<file path="config.mk">
export PLATFORM = sky130hd
export DESIGN_NAME = lut_cell
export DESIGN_NICKNAME = d
export VERILOG_FILES = /design/src/rtl/lut_cell_pkg.sv /design/src/rtl/cfg_lut.sv /design/src/rtl/cell_cfg_shift.sv /design/src/rtl/cell_ff.sv /design/src/rtl/lut_cell.sv
export SDC_FILE = /design/constraint.sdc
export NUM_CORES = 1
export LEC_CHECK = 0
export ABC_AREA = 0
export BUFFER_PORTS_ARGS = -buffer_cell sky130_fd_sc_hd__buf_2
export CAP_MARGIN = 20
export CORE_ASPECT_RATIO = 2
export CORE_UTILIZATION = 60
export CTS_BUF_LIST = sky130_fd_sc_hd__clkbuf_4 sky130_fd_sc_hd__clkbuf_8
export DETAILED_ROUTE_END_ITERATION = 16
export PLACE_DENSITY = 0.76
export SETUP_SLACK_MARGIN = 0.2
export SLEW_MARGIN = 15
export SYNTH_ARGS = -nofsm -noshare
export SYNTH_HDL_FRONTEND = slang
export SYNTH_SLANG_ARGS = --single-unit
</file>
<file path="constraint.sdc">
create_clock -name clk -period 5.12 [get_ports clk]
set_clock_uncertainty 0.05 [all_clocks]
set_input_delay 0.512 -clock clk [delete_from_list [all_inputs] [get_ports clk]]
set_output_delay 0.512 -clock clk [all_outputs]
set_load 0.01 [all_outputs]
</file>
<file path="src/rtl/lut_cell_pkg.sv">
package lut_cell_pkg;
  localparam int H_K       = 3;  // second-stage table inputs
  localparam int CTRL_BITS = 5;  // sel5, dir_x, dir_y, reg_x, reg_y
  localparam int B_SEL5    = 4;
  localparam int B_DIR_X   = 3;
  localparam int B_DIR_Y   = 2;
  localparam int B_REG_X   = 1;
  localparam int B_REG_Y   = 0;
  typedef enum logic { SRC_LUT = 1'b0, SRC_DIRECT = 1'b1 } ff_src_e;
endpackage

</file>
<file path="src/rtl/cfg_lut.sv">
module cfg_lut #(
  parameter int K = 4
) (
  input  logic [(1<<K)-1:0] table_bits,
  input  logic [K-1:0]      idx,
  output logic              y
);
  assign y = table_bits[idx];
endmodule

</file>
<file path="src/rtl/cell_cfg_shift.sv">
module cell_cfg_shift #(
  parameter int W = 45
) (
  input  logic         clk,
  input  logic         rst_n,
  input  logic         cfg_en,
  input  logic         cfg_data,
  output logic [W-1:0] cfg_word,
  output logic         done
);
  localparam int CW = $clog2(W + 1);
  localparam logic [CW-1:0] FULL = CW'(W);

  logic [CW-1:0] cnt;
  logic          en_q;

  always_ff @(posedge clk or negedge rst_n) begin
    if (!rst_n) begin
      cfg_word <= '0;
      cnt      <= '0;
      done     <= 1'b0;
      en_q     <= 1'b0;
    end else begin
      en_q <= cfg_en;
      if (cfg_en) begin
        cfg_word <= {cfg_word[W-2:0], cfg_data};
        done     <= 1'b0;
        if (!en_q)            cnt <= CW'(1);
        else if (cnt != FULL) cnt <= cnt + CW'(1);
      end else if (en_q && cnt == FULL) begin
        done <= 1'b1;
      end
    end
  end
endmodule

</file>
<file path="src/rtl/cell_ff.sv">
module cell_ff (
  input  logic clk,
  input  logic rst_n,
  input  logic clr,
  input  logic ce,
  input  logic d,
  output logic q
);
  always_ff @(posedge clk or negedge rst_n) begin
    if (!rst_n)   q <= 1'b0;
    else if (clr) q <= 1'b0;
    else if (ce)  q <= d;
  end
endmodule

</file>
<file path="src/rtl/lut_cell.sv">
module lut_cell
  import lut_cell_pkg::*;
#(
  parameter int LUT_K = 4
) (
  input  logic             clk,
  input  logic             rst_n,
  input  logic             cfg_en,
  input  logic             cfg_data,
  input  logic [LUT_K-1:0] in_a,
  input  logic [LUT_K-1:0] in_b,
  input  logic             in_c,
  input  logic             byp_x,
  input  logic             byp_y,
  input  logic             ce,
  output logic             out_x,
  output logic             out_y
);
  localparam int TT    = 1 << LUT_K;
  localparam int HT    = 1 << H_K;
  localparam int CFG_W = 2 * TT + HT + CTRL_BITS;

  logic [CFG_W-1:0] cfg;
  logic             cfg_done;

  cell_cfg_shift #(.W(CFG_W)) u_cfg (
    .clk(clk), .rst_n(rst_n), .cfg_en(cfg_en), .cfg_data(cfg_data),
    .cfg_word(cfg), .done(cfg_done)
  );

  // first stage: F (index 0) and G (index 1)
  logic [LUT_K-1:0] s1_in  [2];
  logic [TT-1:0]    s1_tab [2];
  logic [1:0]       s1;
  assign s1_in[0] = in_a;
  assign s1_in[1] = in_b;

  for (genvar i = 0; i < 2; i++) begin : g_stage1
    assign s1_tab[i] = cfg[CFG_W-1-i*TT -: TT];
    cfg_lut #(.K(LUT_K)) u_lut (
      .table_bits(s1_tab[i]), .idx(s1_in[i]), .y(s1[i])
    );
  end

  // second stage
  logic h_out;
  cfg_lut #(.K(H_K)) u_lut_h (
    .table_bits(cfg[CTRL_BITS +: HT]), .idx({in_c, s1[1], s1[0]}), .y(h_out)
  );

  logic live;
  assign live = cfg_done & ~cfg_en;

  logic [1:0] comb_v, q_v, ff_d, use_reg;
  ff_src_e    src [2];
  logic [1:0] byp;

  assign comb_v[0]  = cfg[B_SEL5] ? h_out : s1[0];
  assign comb_v[1]  = s1[1];
  assign src[0]     = ff_src_e'(cfg[B_DIR_X]);
  assign src[1]     = ff_src_e'(cfg[B_DIR_Y]);
  assign use_reg[0] = cfg[B_REG_X];
  assign use_reg[1] = cfg[B_REG_Y];
  assign byp        = {byp_y, byp_x};

  for (genvar i = 0; i < 2; i++) begin : g_out
    assign ff_d[i] = (src[i] == SRC_DIRECT) ? byp[i] : comb_v[i];
    cell_ff u_ff (
      .clk(clk), .rst_n(rst_n), .clr(~live), .ce(ce), .d(ff_d[i]), .q(q_v[i])
    );
  end

  assign out_x = live & (use_reg[0] ? q_v[0] : comb_v[0]);
  assign out_y = live & (use_reg[1] ? q_v[1] : comb_v[1]);
endmodule

</file>
Word-level counts from Yosys, hierarchy flattened
Index checks and enable logic that the tools add are counted.

storage, ports and cells
  register bits after elaboration = 55

operators by class
  $add $sub $neg = 1
  order comparisons = 3
  equal/unequal tests = 4
  mux-type cells = 19
  bitwise operators = 4
  reductions and logical operators = 3

operators with widths
  operator                                            count
  two-way mux 1 bit                                   14
  two-way mux 6 bit                                   2
  < comparator 4 x 5 -> 1 bit, second input constant  2
  binary-select mux 1 bit (select 4 bit)              2
  adder 6 x 1 -> 6 bit, second input constant         1
  == test 6 bit, second input constant                1
  != test 6 bit, second input constant                1
  < comparator 3 x 4 -> 1 bit, second input constant  1
  != test 2 bit, second input constant                2
  AND 1 bit                                           3
  binary-select mux 1 bit (select 3 bit)              1
  AND reduction 2 bit                                 1
  nonzero test 2 bit                                  1
  logical AND 1 bit                                   1
  inverter 1 bit                                      1

Longest topological paths before layout
  word-level depth = 8
  depth in mapped cells = 8
  depth with buffers taken out = 8

Modules after synthesis
A second synthesis with hierarchy kept.

second synthesis, totals
  cells, all modules = 168
  area total of the unflattened synthesis = 2598.7 um^2

by module, submodules not included
  module                           times used  cells each  area an instance (um^2)
  cell_cfg_shift                   1           135         2109.5
  cfg_lut (g_stage1[0].u_lut ...)  2           7           135.1
  cell_ff                          2           3           38.8
  lut_cell                         1           10          77.6
  cfg_lut (u_lut_h)                1           3           63.8

Worst setup path after synthesis
OpenSTA, ideal clock, no wires.

  path kind = input to output
  start = in in_a[0]
  end = out out_x
  arrival = 2.067 ns
  slack = 2.491 ns
  stages = 5
  path through = mux4_2 > mux4_1 > nand3b_1 > a21o_1 > a21oi_1

on the way
  longest elaborated chain between the ends = 7

ends and longest elaborated chain
  element                                    line            source
  from (decl)                                lut_cell.sv:10  input logic [LUT_K-1:0] in_a,
  binary-select mux 1 bit (select 4 bit) *   cfg_lut.sv:8    assign y = table_bits[idx];
  two-way mux 1 bit (not written as such) *  cfg_lut.sv:8
  binary-select mux 1 bit (select 3 bit)     cfg_lut.sv:8
  two-way mux 1 bit (not written as such)    cfg_lut.sv:8
  two-way mux 1 bit *                        lut_cell.sv:58  assign comb_v[0] = cfg[B_SEL5] ? h_out : s1[0];
  two-way mux 1 bit *                        lut_cell.sv:73  assign out_x = live & (use_reg[0] ? q_v[0] : comb_v[0]);
  AND 1 bit *                                lut_cell.sv:73
  to (decl)                                  lut_cell.sv:16  output logic out_x,

Mark *: on every way between the ends. The rest lies on a longest branch, timed or not. The select of a mux whose other input is x is not followed.

Final worst setup path
  start = reg u_cfg.cfg_word[15]
  end = out out_x

on the way
  longest elaborated chain between the ends = 7

ends and longest elaborated chain
  element                                  line                  source
  from (decl)                              cell_cfg_shift.sv:8   output logic [W-1:0] cfg_word,
  from (signal assigned)                   cell_cfg_shift.sv:26  cfg_word <= {cfg_word[W-2:0], cfg_data};
  binary-select mux 1 bit (select 4 bit)   cfg_lut.sv:8
  two-way mux 1 bit (not written as such)  cfg_lut.sv:8
  binary-select mux 1 bit (select 3 bit)   cfg_lut.sv:8
  two-way mux 1 bit (not written as such)  cfg_lut.sv:8
  two-way mux 1 bit                        lut_cell.sv:58
  two-way mux 1 bit                        lut_cell.sv:73
  AND 1 bit                                lut_cell.sv:73

Every way passes these cells. The select of a mux whose other input is x is not followed.

==> metrics.md <==
| Metric | Value |
|---|---|
| Status | finished clean |
| Die area | 4487 sq um |
| Total clock sinks | 55 |
| Synthesized Nets | just under 200 |
| First drt pass iteration count | 4 |
| Gate Count Post-Synth | 175 |
| CTS buffer count | 5 |
| Top FF cell, synth | dfrtp_1 |
| H-tree levels | 2 |
| Register-to-Register Path Depth | 7 |
| Share of cells above drive strength 1 | 39.80% |
| Via/cell ratio | 6.032 |
| Mapped cell area | 2525 sq um |
| Area Overhead vs Synth | 10.16% |
| Setup Slack @ Placement | 2.015 ns |
| Fill cells | 318 |
| DR iter-0 viols | 20 |
| Asr flop ratio synth | 100.0% |
| Post-CTS Setup Repair Bufs | 0 |
| Largest net degree at the start of global routing | 56 |
| YS warnings | 0 |
| Crit end category | output port |
| Area of the core | a little over 4000 sq um |
| Crit start category | register |
| GPL Wtd Cong | 0.6989 |
| Crit Path Category | register to output port |
| Final hold violations | 0 |
| Reg area | between 1000 and 1500 sq um |
| Critical Path Start | u_cfg.cfg_word[15]$_DFFE_PN0P_ |
| Cts repair resizes | 0 |
| Hold Buf Count CTS | 0 |
| RSZ-0062 raised after global routing | false |
| Final TNS setup | 0 ns |
| WHS | about 0.26 ns |
| Row count | 33 |
| WL/cell | 17.83 um |
| DR vias | 1496 |
| # IOs | 18 |
| Global route total overflow | 0 |
| Multi-input logic area | between 1000 and 1500 sq um |
| Maximum VDD drop | 0.3142 mV |
| Reg2reg start | u_cfg.cfg_word[15]$_DFFE_PN0P_ |
| CTS tree | done |
| EDFF count, synth | 0 |
| R2r setup slk | around 2.8 ns |
| Post-synthesis sequential area ratio | a little over half |
| Max-Cap Viols | 0 |
| Period utilization | 60.99% |
| Vias in the first global route | 1600 |
| DIE WIDTH | about 48 um |
| Wirelength, routed | 4422 um |
| Die height | ~94 um |
| Tmin final | 3.123 ns |
| Gr usage total | 23.22% |
| P_leak | 1.318 nW |
| Post-DP HPWL | 3218 um |
| Detail Route Antenna Nets | 0 |
| PortBufs | 17 |
| Reg clk slew, reported paths | 0.09 ns |
| DRC viols | 0 |
| Power density over the cells | 422.7 nW/um^2 |
| Max-slew violations | 0 |
| CP required | 4.56 ns |
| Worst-Skew Late Latency | 0.30 ns |
| Slew HR | between 50% and 60% |
| Mean Syn Cell Area | ~14 sq um |
| Clock Root Buffer | clkbuf_8 |
| R2r endpoint | g_out[0].u_ff.q$_DFFE_PN0P_ |
| Nets | 213 |
| Synth top area share | around 55% |
| Area leader, netlist | dfrtp_1 |
| Worst path arrival time | 2.56 ns |
| Achievable Freq | 320.3 MHz |
| Synth top area cells | dfrtp_1, mux2_2, mux4_1, mux4_2, mux2i_1 |
| First-pass GRT wire length | 7210 um |
| Distinct cells, synth | 33 |
| Final setup vio count | 0 |
| Clk buf depth | 2 |
| CP max FO | 3 |
| Slew @ Worst Pin | 0.6675 ns |
| Initial antenna violation count | 0 |
| Antenna diode count | 0 |
| Final setup margin | 1.997 ns |
| Initial core utilization | 62.40% |
| Hold Path Class | primary input to asynchronous set/reset pin |
| Yosys reg bits | 55 |
| Design Power | 1.176 mW |
-- how the worst max path moves through the flow --
stage	endpoint	slack, ns	cells after the start
6_report	out_x	2.00	8
5_1_grt	out_x	1.83	8
4_1_cts	out_x	1.98	8
3_5_place_dp	out_x	2.01	9
3_3_place_gp	out_x	2.07	9
2_1_floorplan	out_x	2.49	5
-- synthesized netlist by cell type (all sizes together) (2+ instances only) --
master / n
inv: 5
dfrtp: 55
mux2: 45
a21oi: 8
mux2i: 5
ha: 2
o21ai: 4
nand2: 8
nand3: 2
and3: 2
nand2b: 3
clkbuf: 5
o31ai: 2
mux4: 10
nor2: 4
-- cells by family (layout without fill, tap and decap cells) --
| kind of cell | after synthesis | count (layout) | share of synthesized area, % |
|---|---|---|---|
| muxes | 60 | 60 | 32.01 |
| AOI/OAI and AO/OA | 20 | 20 | 5.005 |
| xor gates and xnor gates | 1 | 1 | 0.3469 |
| adders and majority gates | 2 | 2 | 0.9909 |
| buffers and inverters | 11 | 32 | 1.784 |
| and+or+nand+nor | 26 | 26 | 5.352 |
| DFF | 55 | 55 | 54.51 |
-- sequential cells by signal (all words and copies together) (netlist names) --
signal          cells
g_out.u_ff.q        2
u_cfg.cnt           6
u_cfg.done          1
u_cfg.en_q          1
u_cfg.cfg_word     45
-- routing by layer --
metal  share of wire [%]  global-route usage [%]
met5                   0                       0
met4                 2.3                   8.796
met3                 2.1                   3.654
met2                  59                   41.67
met1                  36                   25.30
-- power by group --
part           switching (mW)  leakage [nW]  internal (mW)  total [mW]
clock                   0.131        0.0612          0.158       0.290
sequential             0.0943         0.716          0.544       0.638
combinational          0.0912         0.541          0.156       0.248
-- through the flow --
stage / utilization (%) / std cells / area [sq um]
5_1_grt: 68.74 / 248 / 2781
3_3_place_gp: 65.83 / 240 / 2664
3_5_place_dp: 65.83 / 240 / 2664
2_1_floorplan: - / 175 / 2525
4_1_cts: 68.74 / 248 / 2781
6_report: 68.74 / 248 / 2781
-- cell type report --
type	instances	share of cell area (%)
clock buffers	6	2.969
clock inverters	2	1.260
inverters	5	0.6748
multi-input cells	109	39.68
flip-flops and latches	55	49.48
well taps	52	2.339
repair buffers	19	3.599
-- cell usage in the layout, fill, tap and decap left out, types with 2 or more instances in the layout --
cell	instances
dfrtp_1	55
a21oi_1	7
and3_1	2
o21ai_0	4
nor2_1	4
mux4_1	6
mux4_2	4
mux2_2	44
buf_2	17
nand2b_1	3
clkbuf_8	6
nand2_1	8
nand3_1	2
ha_1	2
inv_1	5
buf_4	2
mux2i_1	5
o31ai_1	2
-- critical path, cell delays in order (launching register included) --
cell,delay [ns]
dfrtp_1,0.41
mux4_1,0.51
mux2i_1,0.24
mux2i_1,0.22
o221ai_1,0.13
o31ai_1,0.37
a21o_1,0.16
a21oi_1,0.07
buf_2,0.14
Note: power is estimated with default switching activity, not from simulation.
